<file path="src/rtl/chirp_pkg.sv">
`timescale 1ns/1ps
package chirp_pkg;
  localparam int SF_MIN = 5;
  localparam int SF_MAX = 12;
  localparam int SF_W   = 4;
  localparam int SYM_W  = SF_MAX;
  localparam int BW_W   = 2;
  localparam int BW_MAX = 2;

  function automatic logic [SF_W-1:0] clamp_sf(input logic [SF_W-1:0] s);
    if (s < SF_W'(SF_MIN)) return SF_W'(SF_MIN);
    if (s > SF_W'(SF_MAX)) return SF_W'(SF_MAX);
    return s;
  endfunction

  function automatic logic [BW_W-1:0] clamp_bw(input logic [BW_W-1:0] b);
    return (b > BW_W'(BW_MAX)) ? BW_W'(BW_MAX) : b;
  endfunction
endpackage

</file>
<file path="src/rtl/chirp_freq_step.sv">
`timescale 1ns/1ps
// Maps sample index to the per-sample phase increment.
// PHASE_W must be at least SF_MAX + 2 so the shift never goes negative.
module chirp_freq_step
  import chirp_pkg::*;
#(
  parameter int PHASE_W = 16
) (
  input  logic [SYM_W-1:0]   idx,
  input  logic [SYM_W-1:0]   sym,
  input  logic               up,
  input  logic [SF_W-1:0]    sf,
  input  logic [BW_W-1:0]    bw,
  output logic [PHASE_W-1:0] inc,
  output logic [SYM_W-1:0]   last
);
  logic [SYM_W-1:0] bin_sum;
  logic [SYM_W-1:0] bin;
  logic [7:0]       shamt;

  always_comb begin
    last    = ~({SYM_W{1'b1}} << sf);
    bin_sum = (sym + idx) & last;
    bin     = up ? bin_sum : (last - bin_sum);
    shamt   = 8'(PHASE_W - 2) - 8'(sf) + 8'(bw);
    inc     = PHASE_W'(bin) << shamt;
  end
endmodule

</file>
<file path="src/rtl/chirp_sincos.sv">
`timescale 1ns/1ps
// Quarter-wave table lookup: one table, both quadrature outputs.
module chirp_sincos #(
  parameter int LUT_BITS = 8,
  parameter int OUT_W    = 16
) (
  input  logic [LUT_BITS-1:0]     pidx,
  output logic signed [OUT_W-1:0] cos_o,
  output logic signed [OUT_W-1:0] sin_o
);
  localparam int  QTR     = 1 << (LUT_BITS - 2);
  localparam int  AW      = LUT_BITS - 1;
  localparam real AMP     = real'((1 << (OUT_W - 1)) - 1);
  localparam real HALF_PI = 1.5707963267948966;

  logic signed [OUT_W-1:0] qtab [0:QTR];

  for (genvar g = 0; g <= QTR; g++) begin : g_tab
    localparam int TV = $rtoi(AMP * $sin(HALF_PI * real'(g) / real'(QTR)) + 0.5);
    assign qtab[g] = TV[OUT_W-1:0];
  end

  logic [1:0]          quad_s, quad_c;
  logic [LUT_BITS-3:0] off;
  logic [AW-1:0]       addr_s, addr_c;

  always_comb begin
    quad_s = pidx[LUT_BITS-1 -: 2];
    quad_c = quad_s + 2'd1;
    off    = pidx[LUT_BITS-3:0];
    addr_s = quad_s[0] ? (AW'(QTR) - AW'(off)) : AW'(off);
    addr_c = quad_c[0] ? (AW'(QTR) - AW'(off)) : AW'(off);
    sin_o  = quad_s[1] ? -qtab[addr_s] : qtab[addr_s];
    cos_o  = quad_c[1] ? -qtab[addr_c] : qtab[addr_c];
  end
endmodule

</file>
<file path="src/rtl/chirp_seq.sv">
`timescale 1ns/1ps
// Symbol sequencing, phase accumulation and status.
module chirp_seq
  import chirp_pkg::*;
#(
  parameter int PHASE_W = 16
) (
  input  logic               clk,
  input  logic               rst_n,
  input  logic               soft_rst,
  input  logic               start,
  input  logic [SF_W-1:0]    sf_in,
  input  logic [SYM_W-1:0]   sym_in,
  input  logic               up_in,
  input  logic               cont_in,
  input  logic [BW_W-1:0]    bw_in,
  input  logic               ready,
  input  logic [PHASE_W-1:0] inc,
  input  logic [SYM_W-1:0]   last,
  output logic [SYM_W-1:0]   n_q,
  output logic [SYM_W-1:0]   sym_q,
  output logic               up_q,
  output logic [SF_W-1:0]    sf_q,
  output logic [BW_W-1:0]    bw_q,
  output logic [PHASE_W-1:0] phase_q,
  output logic               cont_q,
  output logic               busy,
  output logic               done,
  output logic               ovf
);
  logic advance;
  assign advance = busy && (ready || cont_q);

  always_ff @(posedge clk or negedge rst_n) begin
    if (!rst_n) begin
      busy <= 1'b0; done <= 1'b0; ovf <= 1'b0; cont_q <= 1'b0;
      n_q <= '0; sym_q <= '0; up_q <= 1'b1; phase_q <= '0;
      sf_q <= SF_W'(SF_MIN); bw_q <= '0;
    end else if (soft_rst) begin
      busy <= 1'b0; done <= 1'b0; ovf <= 1'b0; cont_q <= 1'b0;
      n_q <= '0; phase_q <= '0;
    end else if (start && !busy) begin
      busy    <= 1'b1;
      done    <= 1'b0;
      ovf     <= 1'b0;
      n_q     <= '0;
      phase_q <= '0;
      sf_q    <= clamp_sf(sf_in);
      bw_q    <= clamp_bw(bw_in);
      sym_q   <= sym_in;
      up_q    <= up_in;
      cont_q  <= cont_in;
    end else if (busy) begin
      if (cont_q && !ready) ovf <= 1'b1;
      if (advance) begin
        phase_q <= phase_q + inc;
        if (n_q == last) begin
          n_q <= '0;
          if (cont_in) begin
            sym_q  <= sym_in;
            up_q   <= up_in;
            cont_q <= 1'b1;
          end else begin
            busy <= 1'b0;
            done <= 1'b1;
          end
        end else begin
          n_q <= n_q + 1'b1;
        end
      end
    end
  end
endmodule

</file>
<file path="src/rtl/chirp_symbol_gen.sv">
`timescale 1ns/1ps
module chirp_symbol_gen
  import chirp_pkg::*;
#(
  parameter int PHASE_W  = 16,
  parameter int LUT_BITS = 8,
  parameter int OUT_W    = 16
) (
  input  logic                 clk,
  input  logic                 rst_n,
  input  logic                 soft_rst_i,
  input  logic                 start_i,
  input  logic [SF_W-1:0]      sf_i,
  input  logic [SYM_W-1:0]     sym_i,
  input  logic                 up_i,
  input  logic                 cont_i,
  input  logic [BW_W-1:0]      bw_i,
  output logic                 m_valid_o,
  input  logic                 m_ready_i,
  output logic [2*OUT_W-1:0]   m_data_o,
  output logic                 done_o,
  output logic                 busy_o,
  output logic                 overflow_o
);
  logic [SYM_W-1:0]        n_q, sym_q, last;
  logic                    up_q, mode_cont;
  logic [SF_W-1:0]         sf_q;
  logic [BW_W-1:0]         bw_q;
  logic [PHASE_W-1:0]      phase_q, inc;
  logic signed [OUT_W-1:0] i_s, q_s;

  chirp_seq #(.PHASE_W(PHASE_W)) u_seq (
    .clk(clk), .rst_n(rst_n), .soft_rst(soft_rst_i), .start(start_i),
    .sf_in(sf_i), .sym_in(sym_i), .up_in(up_i), .cont_in(cont_i), .bw_in(bw_i),
    .ready(m_ready_i), .inc(inc), .last(last),
    .n_q(n_q), .sym_q(sym_q), .up_q(up_q), .sf_q(sf_q), .bw_q(bw_q),
    .phase_q(phase_q), .cont_q(mode_cont),
    .busy(busy_o), .done(done_o), .ovf(overflow_o)
  );

  chirp_freq_step #(.PHASE_W(PHASE_W)) u_step (
    .idx(n_q), .sym(sym_q), .up(up_q), .sf(sf_q), .bw(bw_q),
    .inc(inc), .last(last)
  );

  chirp_sincos #(.LUT_BITS(LUT_BITS), .OUT_W(OUT_W)) u_lut (
    .pidx(phase_q[PHASE_W-1 -: LUT_BITS]), .cos_o(i_s), .sin_o(q_s)
  );

  assign m_valid_o = busy_o;
  assign m_data_o  = {i_s, q_s};
endmodule

</file>
<file path="config.mk">
export PLATFORM = sky130hd
export DESIGN_NAME = chirp_symbol_gen
export DESIGN_NICKNAME = d
export VERILOG_FILES = /design/src/rtl/chirp_pkg.sv /design/src/rtl/chirp_freq_step.sv /design/src/rtl/chirp_sincos.sv /design/src/rtl/chirp_seq.sv /design/src/rtl/chirp_symbol_gen.sv
export SDC_FILE = /design/constraint.sdc
export NUM_CORES = 1
export LEC_CHECK = 0
export BUFFER_PORTS_ARGS = -buffer_cell sky130_fd_sc_hd__clkbuf_2
export CORE_MARGIN = 1
export CORE_UTILIZATION = 50
export CTS_CLUSTER_SIZE = 20
export DETAILED_ROUTE_END_ITERATION = 7
export PLACE_DENSITY = 0.76
export SLEW_MARGIN = 20
export SYNTH_ARGS = -nofsm -noshare
export SYNTH_HDL_FRONTEND = slang
export SYNTH_SLANG_ARGS = --single-unit
</file>
<file path="constraint.sdc">
create_clock -name clk -period 13.5 [get_ports clk]
set_clock_uncertainty 0.15 [all_clocks]
set_input_delay 2.7 -clock clk [delete_from_list [all_inputs] [get_ports clk]]
set_output_delay 2.7 -clock clk [all_outputs]
set_load 0.01 [all_outputs]
</file>
== Word level (Yosys, flattened, before mapping) ==
Memory sizes are Yosys's and may differ from the RTL's.
Cells that the tools add are included.
Operators by class
  order comparisons: 5
  mux-type cells: 62
  add/subtract/negate cells: 10
  reduce and logical (&&, ||, !) cells: 21
  $mul: 0
  shift operators: 2
  div/mod/pow operators: 0
  bitwise operators: 5
  equality and inequality tests: 2
Operators with widths (count)
  two-way mux 16 bit: 10
  two-way mux 12 bit: 11
  two-way mux 1 bit: 34
  negator 16 bit: 2
  adder 16 bit: 1
  greater-or-equal comparator 8 bit (second input constant): 2
  two-way mux 4 bit: 4
  NOT 7 -> 8 bit: 2
  << shifter 12 x 8 -> 16 bit: 1
  nonzero test 3 bit: 5
  two-way mux 7 bit: 2
  adder 12 x 1 -> 12 bit (second input constant): 1
  adder 12 bit: 1
  AND 12 bit: 1
  == test 12 bit: 1
  NOT 12 bit: 1
  << shifter 12 x 4 -> 12 bit (first input constant): 1
  subtractor 12 bit: 1
  adder 8 x 2 -> 8 bit: 1
  AND reduction 4 bit: 2
  nonzero test 2 bit: 4
  subtractor 7 x 6 -> 7 bit (first input constant): 1
  AND reduction 2 bit: 3
  AND reduction 5 bit: 1
  11 further kinds: 14
Word-level totals
  output and inout bits: 36
  bits in read-only memories: 4096
  bits of input ports: 25
  latch bits: 0
  memory bits (writable): 0
  bits in registers: 51
  memories: 2
  word-level logic and storage cells: 119
Memories
  (name not given): words 128, width 16, rd ports 1, clocked after memory_dff 0, write ports 0, RTL line chirp_sincos.sv:34  | cos_o = quad_c[1] ? -qtab[addr_c] : qtab[addr_c];
  (name not given): words 128, width 16, rd ports 1, clocked after memory_dff 0, write ports 0, RTL line chirp_sincos.sv:33  | sin_o = quad_s[1] ? -qtab[addr_s] : qtab[addr_s];

== Longest topological paths before layout ==
Gate-level depths: netlist of the first run.
  word-level depth: 11
  gate-level depth with buffers: 26
  depth with buffers taken out: 26

== Cells and area by module ==
Synthesis of the first run repeated with hierarchy kept, for this count alone.
Second synthesis, totals
  cell total of the unflattened synthesis: 1353
  area total of the unflattened synthesis: 9730.6 um2
Modules (own cells, without submodules)
  chirp_sincos: sequential area each 0.0 um2, area each 4774.6 um2, cells an instance 759, instances 1
  chirp_seq: sequential area each 1280.0 um2, area each 2937.8 um2, cells an instance 303, instances 1
  chirp_freq_step: sequential area each 0.0 um2, area each 2010.7 um2, cells an instance 290, instances 1
  chirp_symbol_gen: sequential area each 0.0 um2, area each 7.5 um2, cells an instance 1, instances 1

== Worst setup path before layout of the first run ==
OpenSTA, ideal clock, no wires.
  path kind: reg2out
  start: register u_seq.phase_q[8]
  end: output m_data_o[29]
  setup slack: 6046 ps
  cell stages (with the launch flop): 18
  data required time: 10650 ps
  path buffers: 2
  data arrival time: 4604 ps
  cells stage by stage: dfrtp_1 > clkinv_1 > ha_1 > nor2b_1 > a21o_1 > buf_2 > clkinv_1 > ha_1 > clkbuf_1 > o311ai_0 > a311oi_1 > a311o_1 > nor4_1 > nor2b_1 > and3_1 > and2_1 > a31oi_1 > xor2_1
Between the ends
  word-level cells in the longest chain between the ends: 8
RTL lines
  start, declared: RTL line chirp_seq.sv:25  | output logic [PHASE_W-1:0] phase_q,
  start signal, assigned: RTL line chirp_seq.sv:56  | phase_q <= phase_q + inc;
  subtractor 7 x 6 -> 7 bit: RTL line chirp_sincos.sv:32  | addr_c = quad_c[0] ? (AW'(QTR) - AW'(off)) : AW'(off);
  two-way mux 7 bit (*): RTL line chirp_sincos.sv:32
  NOT 7 -> 8 bit (implied by the code) (*): RTL line chirp_sincos.sv:34
  memory (128 x 16 bit) (*)
  two-way mux 16 bit (implied by the code) (*) (2 in series): RTL line chirp_sincos.sv:34
  negator 16 bit: RTL line chirp_sincos.sv:34
  two-way mux 16 bit (*): RTL line chirp_sincos.sv:34
  end, declared: RTL line chirp_symbol_gen.sv:20  | output logic [2*OUT_W-1:0] m_data_o,
Mark *: on every way between the ends. The rest lies on a longest branch, timed or not. The select of a mux whose other input is x is not followed.

== Worst setup path after layout of the first run ==
  start: register u_seq.phase_q[8]
  end: output m_data_o[28]
The elaborated chain is that of the path after synthesis.

==> results by group, run 1 <==
Finish
  – Non-filler cells, final: approximately 1,500
  – Commonest non-fill, non-tap cells in the layout: nor2_1, nand2_1, o21ai_0
  – Fill cells: approximately 1,700
  – Antenna cells: 0
  – Nets: 1,327
  – Register area: 1280 um2
  – Most common cell after layout, fill and taps aside: nor2_1
  – Final Cell Area: 9450 um2
  – Multi-input logic area: 7100 um2
  – Post-layout util: between 50% and 60%
  – Share of cells above drive strength 1: about an eighth
  – Layout area overhead: 6.04%

Global route
  – Initial antenna violation count: 0
  – Grt met1 use: a little under 40%
  – Met3 Use GR: under 10%
  – Gr busiest metal: met2
  – Global-route wire length before repair: 43,400 um
  – Met2 Track Usage GR: about 48%
  – Total GRT Usage: between 20% and 30%
  – Largest net degree at the start of global routing: 52
  – Vias in the first global route: 8,847
  – Overflow left after global routing: 0

Power and ir drop
  – Maximum VDD drop: 0.000119 V
  – Net Switching: 1.02 mW
  – Clock share of power: just over 8%
  – Sequential fraction of design power: between 10% and 20%
  – P_leak: approximately 4 nW
  – Internal cell power: 0.821 mW
  – Sw Share: between 50% and 60%
  – Combinational power share: 81.2%
  – Pwr dens: between 150 and 200 nW/um2

Critical path
  – RR Startpoint: u_seq.sf_q[1]$_DFFE_PN0P_
  – Crit path top cell by count: nor3_1
  – Crit-path max FO: 45
  – Critical path capture point type: output pin
  – CP Launch Type: flop
  – Crit path kind: reg2out
  – R2R Setup Slk: 7130 ps
  – Worst reg2reg path depth: 23
  – Req. time, crit path: 10,650 ps
  – Worst EP arrival: roughly 5600 ps
  – CP max-delay cell: nor3_1
  – CP cell instances: clkinv_1, ha_1, nor2_1, xnor2_4, buf_4, inv_2, nor3_1, nor2_1, a221oi_1, nor3_1, nor3_1, ha_1, and2_1, and2_1, a21oi_1, xnor2_1, clkbuf_2
  – CP peak stage delay: 720 ps
  – RR Endpoint: u_seq.phase_q[14]$_DFFE_PN0P_

Hold path
  – HP Class: reg2reg
  – Min-Delay Path Depth: 2
  – Hold Crit Start: u_seq.bw_q[0]$_DFFE_PN0P_
  – Min-Delay Endpoint: u_seq.bw_q[0]$_DFFE_PN0P_

CTS
  – CTS tree: built
  – CTS Buf Count: 5
  – Hold Buf Count CTS: 0
  – CTS sink count: 51
  – CTS resizes: 0
  – Clk_lat worst skew: approximately 300 ps
  – Htree depth: 2
  – Clock Pin Slew Worst Setup and Hold Paths: ~70 ps
  – Root buffer cell: clkbuf_16
  – Setup repair bufs after CTS: 0
  – Clock tree buffer depth: 2

STA
  – FMAX: about 0.12 GHz
  – RSZ-0062 raised after global routing: no
  – Measured slew at the worst slew-check pin: 1090 ps
  – Slew Limit Fails: 0
  – Setup TNS: 0 ps
  – Fin crit share: 62.9%
  – Max-slew headroom: a little over a quarter
  – Final Setup Violations: 0
  – Final count of hold timing violations: 0
  – Crit path time final: 8490 ps

Floorplanning
  – Top Ports: 61
  – Horiz. Die Dim: 136 um
  – Die area: about 18,000 um2
  – Core ar.: 17,400 um2
  – Die height: between 100 and 150 um
  – Cell Rows: 48
  – Starting Density: slightly above 50%

Route
  – Drt total wl: 26,400 um
  – Via density: roughly 6.5
  – Antenna-violating nets left: 0
  – Vias: 9,518
  – Routed wire per std cell: between 15 and 20 um
  – DR iter-0 viols: 1,135
  – DR DRC count: 0
  – DRT Pass-1 Iters: 6

Logic synthesis
  – #FFs+latches synth: between 50 and 60
  – Syn Inst Count: about 1,200
  – Synth warnings: 0
  – Synth top area cells: dfrtp_1, ha_1, o21ai_0
  – Dominant synthesized flop cell: dfrtp_1
  – Sequential area share after synthesis: between 10% and 20%
  – Post-synth EDFFs: 0
  – Mapped Nets: 1,338
  – Post-synth top area share: between 10% and 20%
  – Cell area after synthesis: between 8000 and 9000 um2
  – Fraction of registers with async set/reset: 100%
  – Post-synth cell types: between 90 and 100
  – Yosys top cell by area: dfrtp_1
  – Post-Syn Area per Cell: 7.14 um2

Placement
  – RePlAce Congestion: about 1
  – DP HPWL: approximately 19,000 um
  – DP Area: approximately 9300 um2
  – Port Buffers: 60
  – Total placed cells including tap cells: about 1,500

Status
  – Status: completed

Run
  – Max_cap viols: 0
area by class of cell:
| class | instances | share of cell area (%) |
|---|---|---|
| Inverter | 42 | 1.67 |
| Clock buffer | 5 | 1.32 |
| Timing Repair Buffer | 81 | 4.84 |
| Multi-Input combinational cell | 1056 | 75.1 |
| Tap cell | 225 | 2.98 |
| Clock inverter | 3 | 0.503 |
| Sequential cell | 51 | 13.5 |
per-layer routing:
layer  routed length, um  part of all wire (%)
met5                   0                     0
met4                 632                   2.4
met3                1610                   6.1
met2               12600                    48
met1               11600                    44
registers in the layout, indices dropped and copies added, names as in the netlist:
signal,cells
u_seq.cont_q,1
u_seq.done,1
u_seq.sym_q,12
u_seq.busy,1
u_seq.up_q,1
u_seq.n_q,12
u_seq.bw_q,2
u_seq.sf_q,4
u_seq.ovf,1
u_seq.phase_q,16
synthesized netlist by cell type (13+ instances only):
master / n
clkbuf_1: 64
dfrtp_1: 48
a211oi_1: 26
o22ai_1: 13
nor2_1: 123
mux2_2: 16
and3_1: 16
nand2b_1: 21
a31oi_1: 24
and2_1: 14
nand3_1: 32
a21oi_1: 95
buf_2: 23
o21ai_0: 100
nand2_1: 119
nor3_1: 44
ha_1: 62
o211ai_1: 25
xnor2_1: 39
xor2_1: 40
inv_1: 35
per-stage QoR:
stage | hold WS, ps | setup WS [ps] | total power [mW]
2_1_floorplan | 292 | 6050 | 1.28
3_3_place_gp | 306 | 5630 | 1.64
3_5_place_dp | 325 | 5460 | 1.65
4_1_cts | 341 | 5130 | 1.81
5_1_grt | 373 | 4590 | 1.99
6_report | 342 | 5010 | 1.84
power groups by stage:
stage          clock network [mW]  logic (mW)  registers, mW
6_report                    0.150        1.49          0.196
4_1_cts                     0.152        1.46          0.195
3_3_place_gp                    0        1.44          0.198
3_5_place_dp                    0        1.45          0.198
5_1_grt                     0.158        1.63          0.199
2_1_floorplan                   0        1.10          0.184
worst max-delay path by stage:
stage,slack (ps),cells past startpoint,to,start
6_report,5010,17,m_data_o[28],u_seq.phase_q[8]$_DFFE_PN0P_
4_1_cts,5130,17,m_data_o[28],u_seq.phase_q[8]$_DFFE_PN0P_
5_1_grt,4590,18,m_data_o[29],u_seq.phase_q[8]$_DFFE_PN0P_
3_5_place_dp,5460,17,m_data_o[28],u_seq.phase_q[8]$_DFFE_PN0P_
3_3_place_gp,5630,16,m_data_o[29],u_seq.phase_q[8]$_DFFE_PN0P_
2_1_floorplan,6050,17,m_data_o[29],u_seq.phase_q[8]$_DFFE_PN0P_
cell families after synthesis:
logic type	count (synthesis)	synth area share, %
adder cells (fa/ha/maj)	65	9.38
AO/OA/AOI/OAI	428	32.1
AND/OR/NAND/NOR	442	23.8
other	2	0.0842
buffers and inverters	141	6.47
flip-flops	51	14.4
XOR/XNOR	88	9.68
multiplexers	31	4.13
worst max-delay path: cells and delay by family, from the launching register on:
kind | cells | cell delay [ps]
and+or+nand+nor | 7 | 2080
DFF | 1 | 350
xor gates and xnor gates | 2 | 340
buffers and inverters | 4 | 1340
adders and majority gates | 2 | 840
AOI/OAI and AO/OA | 2 | 380
No activity file was read; power rests on OpenSTA's default activity.
==> run 2: changes to the inputs <==
--- a/config.mk
+++ b/config.mk
@@ -10,7 +10,7 @@
 export CORE_UTILIZATION = 50
 export CTS_CLUSTER_SIZE = 20
 export DETAILED_ROUTE_END_ITERATION = 7
-export PLACE_DENSITY = 0.76
+export PLACE_DENSITY = 0.79
 export SLEW_MARGIN = 20
 export SYNTH_ARGS = -nofsm -noshare
 export SYNTH_HDL_FRONTEND = slang
==> constraint.sdc (replaced) <==
create_clock -name clk -period 7.77 [get_ports clk]
set_clock_uncertainty 0.15 [all_clocks]
set_input_delay 1.554 -clock clk [delete_from_list [all_inputs] [get_ports clk]]
set_output_delay 1.554 -clock clk [all_outputs]
set_load 0.01 [all_outputs]
==> results by group, run 2 (synthesized netlist as in run 1, its figures left out) <==
Status
  – Status: completed

CTS
  – CTS Buf Count: 5 (unchanged)
  – Hold Buf Count CTS: 0 (unchanged)
  – Clock tree buffer depth: 2 (unchanged)
  – CTS tree: built
  – Clk_lat worst skew: 300 ps (about the same)
  – CTS resizes: 0 (unchanged)
  – Root buffer cell: clkbuf_16
  – Clock Pin Slew Worst Setup and Hold Paths: 70 ps (about the same)
  – Setup repair bufs after CTS: 0 (unchanged)
  – Htree depth: 2 (unchanged)
  – CTS sink count: 51 (unchanged)

STA
  – Crit path time final: slightly below 7000 ps
  – Final Setup Violations: 0 (unchanged)
  – FMAX: 0.146 GHz
  – Max-slew headroom: 27.9% (+0.54 points)
  – Slew Limit Fails: 0 (unchanged)
  – Final count of hold timing violations: 0 (unchanged)
  – RSZ-0062 raised after global routing: no
  – Setup TNS: 0 ps (unchanged)
  – Fin crit share: 88.4%
  – Post-route setup slack: 904 ps (-4110 ps)
  – Measured slew at the worst slew-check pin: 1080 ps (-5.33 ps)

Finish
  – Fill cells: 1,656 (-2.4%)
  – Final Cell Area: 9460 um2 (+0.12%)
  – Share of cells above drive strength 1: 12.4% (+0.21 points)
  – Antenna cells: 0 (unchanged)
  – Layout area overhead: 6.16%
  – Register area: 1280 um2 (unchanged)
  – Post-layout util: 54.5% (+0.065 points)
  – Commonest non-fill, non-tap cells in the layout: nor2_1, nand2_1, o21ai_0
  – Largest registers: u_seq.phase_q x16, u_seq.n_q x12, u_seq.sym_q x12
  – Most common cell after layout, fill and taps aside: nor2_1
  – Multi-input logic area: 7090 um2 (-0.16%)
  – Reg with most FFs: u_seq.phase_q
  – Max reg flops: 16 (unchanged)
  – Nets: 1,330 (+0.23%)

Critical path
  – Worst reg2reg path depth: 20 (-13%)
  – CP Buf/Inv Count: 3 (-1)
  – Req. time, crit path: 6070 ps (-4580 ps)
  – Critical path capture point type: output pin
  – Crit-path max FO: 15 (-67%)
  – CP cell instances: inv_1, ha_1, nor2b_1, a21o_1, clkinv_1, ha_1, o311ai_0, a311oi_1, a311o_1, nor4_1, nor2b_1, and3_1, and2_1, a31oi_1, xor2_1, clkbuf_2
  – Crit path max-delay family: compound AO/OA/AOI/OAI gates
  – CP Launch Type: flop
  – Critical path depth: 16 (-1)
  – Crit path kind: reg2out
  – CP max-delay cell: dfrtp_1
  – CP peak stage delay: 590 ps (-130 ps)
  – Worst EP arrival: 5160 ps (-480 ps)

Power and ir drop
  – P_leak: 3.98 nW (+0.29%)
  – Combinational power share: 80.9% (-0.3 points)
  – Clock share of power: 8.0% (-0.2 points)
  – Sw Share: 55.3% (about the same)
  – Pwr dens: 338 nW/um2 (+74%)
  – Sequential fraction of design power: 11.1% (+0.4 points)
  – Internal cell power: 1.43 mW (+74%)
  – Maximum VDD drop: 0.000234 V (+98%)
  – Net Switching: 1.77 mW (+74%)

Placement
  – DP Area: 9290 um2 (+0.24%)
  – RePlAce Congestion: 0.996 (about the same)
  – Pre-CTS WS: 1320 ps (-4140 ps)
  – DP HPWL: 19,100 um (+1.1%)
  – Port Buffers: 60 (unchanged)

Global route
  – Overflow left after global routing: 0 (unchanged)
  – Vias in the first global route: 8,714 (-1.5%)
  – Largest net degree at the start of global routing: 52 (unchanged)
  – Global-route wire length before repair: 42,600 um (-1.7%)
  – Initial antenna violation count: 0 (unchanged)
  – Total GRT Usage: 28.4% (-0.49 points)

Route
  – Routed wire per std cell: 17.8 um (-1.4%)
  – DR iter-0 viols: 1,391 (+23%)
  – Drt total wl: 26,100 um (-1.2%)
  – Antenna-violating nets left: 0 (unchanged)
  – DR DRC count: 0 (unchanged)
  – DRT Pass-1 Iters: 7 (+1)
  – Via density: 6.61 (+1.5%)
  – Vias: 9,683 (+1.7%)

Floorplanning
  – Die height: 136 um (unchanged)
  – Die area: 18,400 um2 (unchanged)
  – Top Ports: 61 (unchanged)
  – Core ar.: 17,400 um2 (unchanged)
  – Horiz. Die Dim: 136 um (unchanged)
  – Starting Density: 51.4% (unchanged)
  – Cell Rows: 48 (unchanged)

Run
  – Max_cap viols: 0 (unchanged)

Hold path
  – Min-Delay Path Depth: 2 (unchanged)
  – HP Class: reg2reg
-- run 2: power groups by stage --
stage	logic (mW)	registers [mW]	clock network, mW
floorplan	1.91	0.319	0
global placement	2.50	0.356	0
detailed placement	2.51	0.358	0
CTS	2.52	0.352	0.262
global route	2.82	0.360	0.271
finish	2.59	0.354	0.257
-- run 2: cell type report --
| cell class | count | area share (%) |
|---|---|---|
| Inverter | 42 | 1.67 |
| Tap cell | 225 | 2.97 |
| Clock inverter | 3 | 0.502 |
| Clock buffer | 5 | 1.32 |
| Multi-Input combinational cell | 1056 | 74.9 |
| Sequential cell | 51 | 13.5 |
| Timing Repair Buffer | 84 | 5.08 |
-- run 2: per-stage QoR --
stage	total power, mW	hold slack [ps]	instances
6_report	3.20	337	1466
3_5_place_dp	2.87	318	1458
5_1_grt	3.45	380	1466
4_1_cts	3.14	334	1466
3_3_place_gp	2.86	309	1458
2_1_floorplan	2.23	292	1248
-- run 2: metal layers --
layer	vias to the layer above	global-route usage (%)	part of all wire, %	wire length, um
met5	-	0	0	0
met4	0	12.2	3.1	812
met3	91	2.99	7.9	2070
met2	525	46.9	47	12300
met1	4478	37.4	42	11000
li1	4589	-	-	-
-- run 2: path summary, 6_finish.rpt --
kind	start	endpoint	slack, ps
max	u_seq.phase_q[9]$_DFFE_PN0P_	m_data_o[29]	900
min reg2reg	u_seq.bw_q[0]$_DFFE_PN0P_	u_seq.bw_q[0]$_DFFE_PN0P_	340
max reg2reg	u_seq.sf_q[1]$_DFFE_PN0P_	u_seq.phase_q[14]$_DFFE_PN0P_	1790
min in group asynchronous	rst_n	u_seq.phase_q[3]$_DFFE_PN0P_	1200
min	u_seq.bw_q[0]$_DFFE_PN0P_	u_seq.bw_q[0]$_DFFE_PN0P_	340
max in group asynchronous	rst_n	u_seq.n_q[4]$_DFFE_PN0P_	5830
-- run 2: worst min-delay path, cell delays in order (launching register included) --
cell and delay (ps):
dfrtp_1 360, nand2_1 50, nand2_1 50
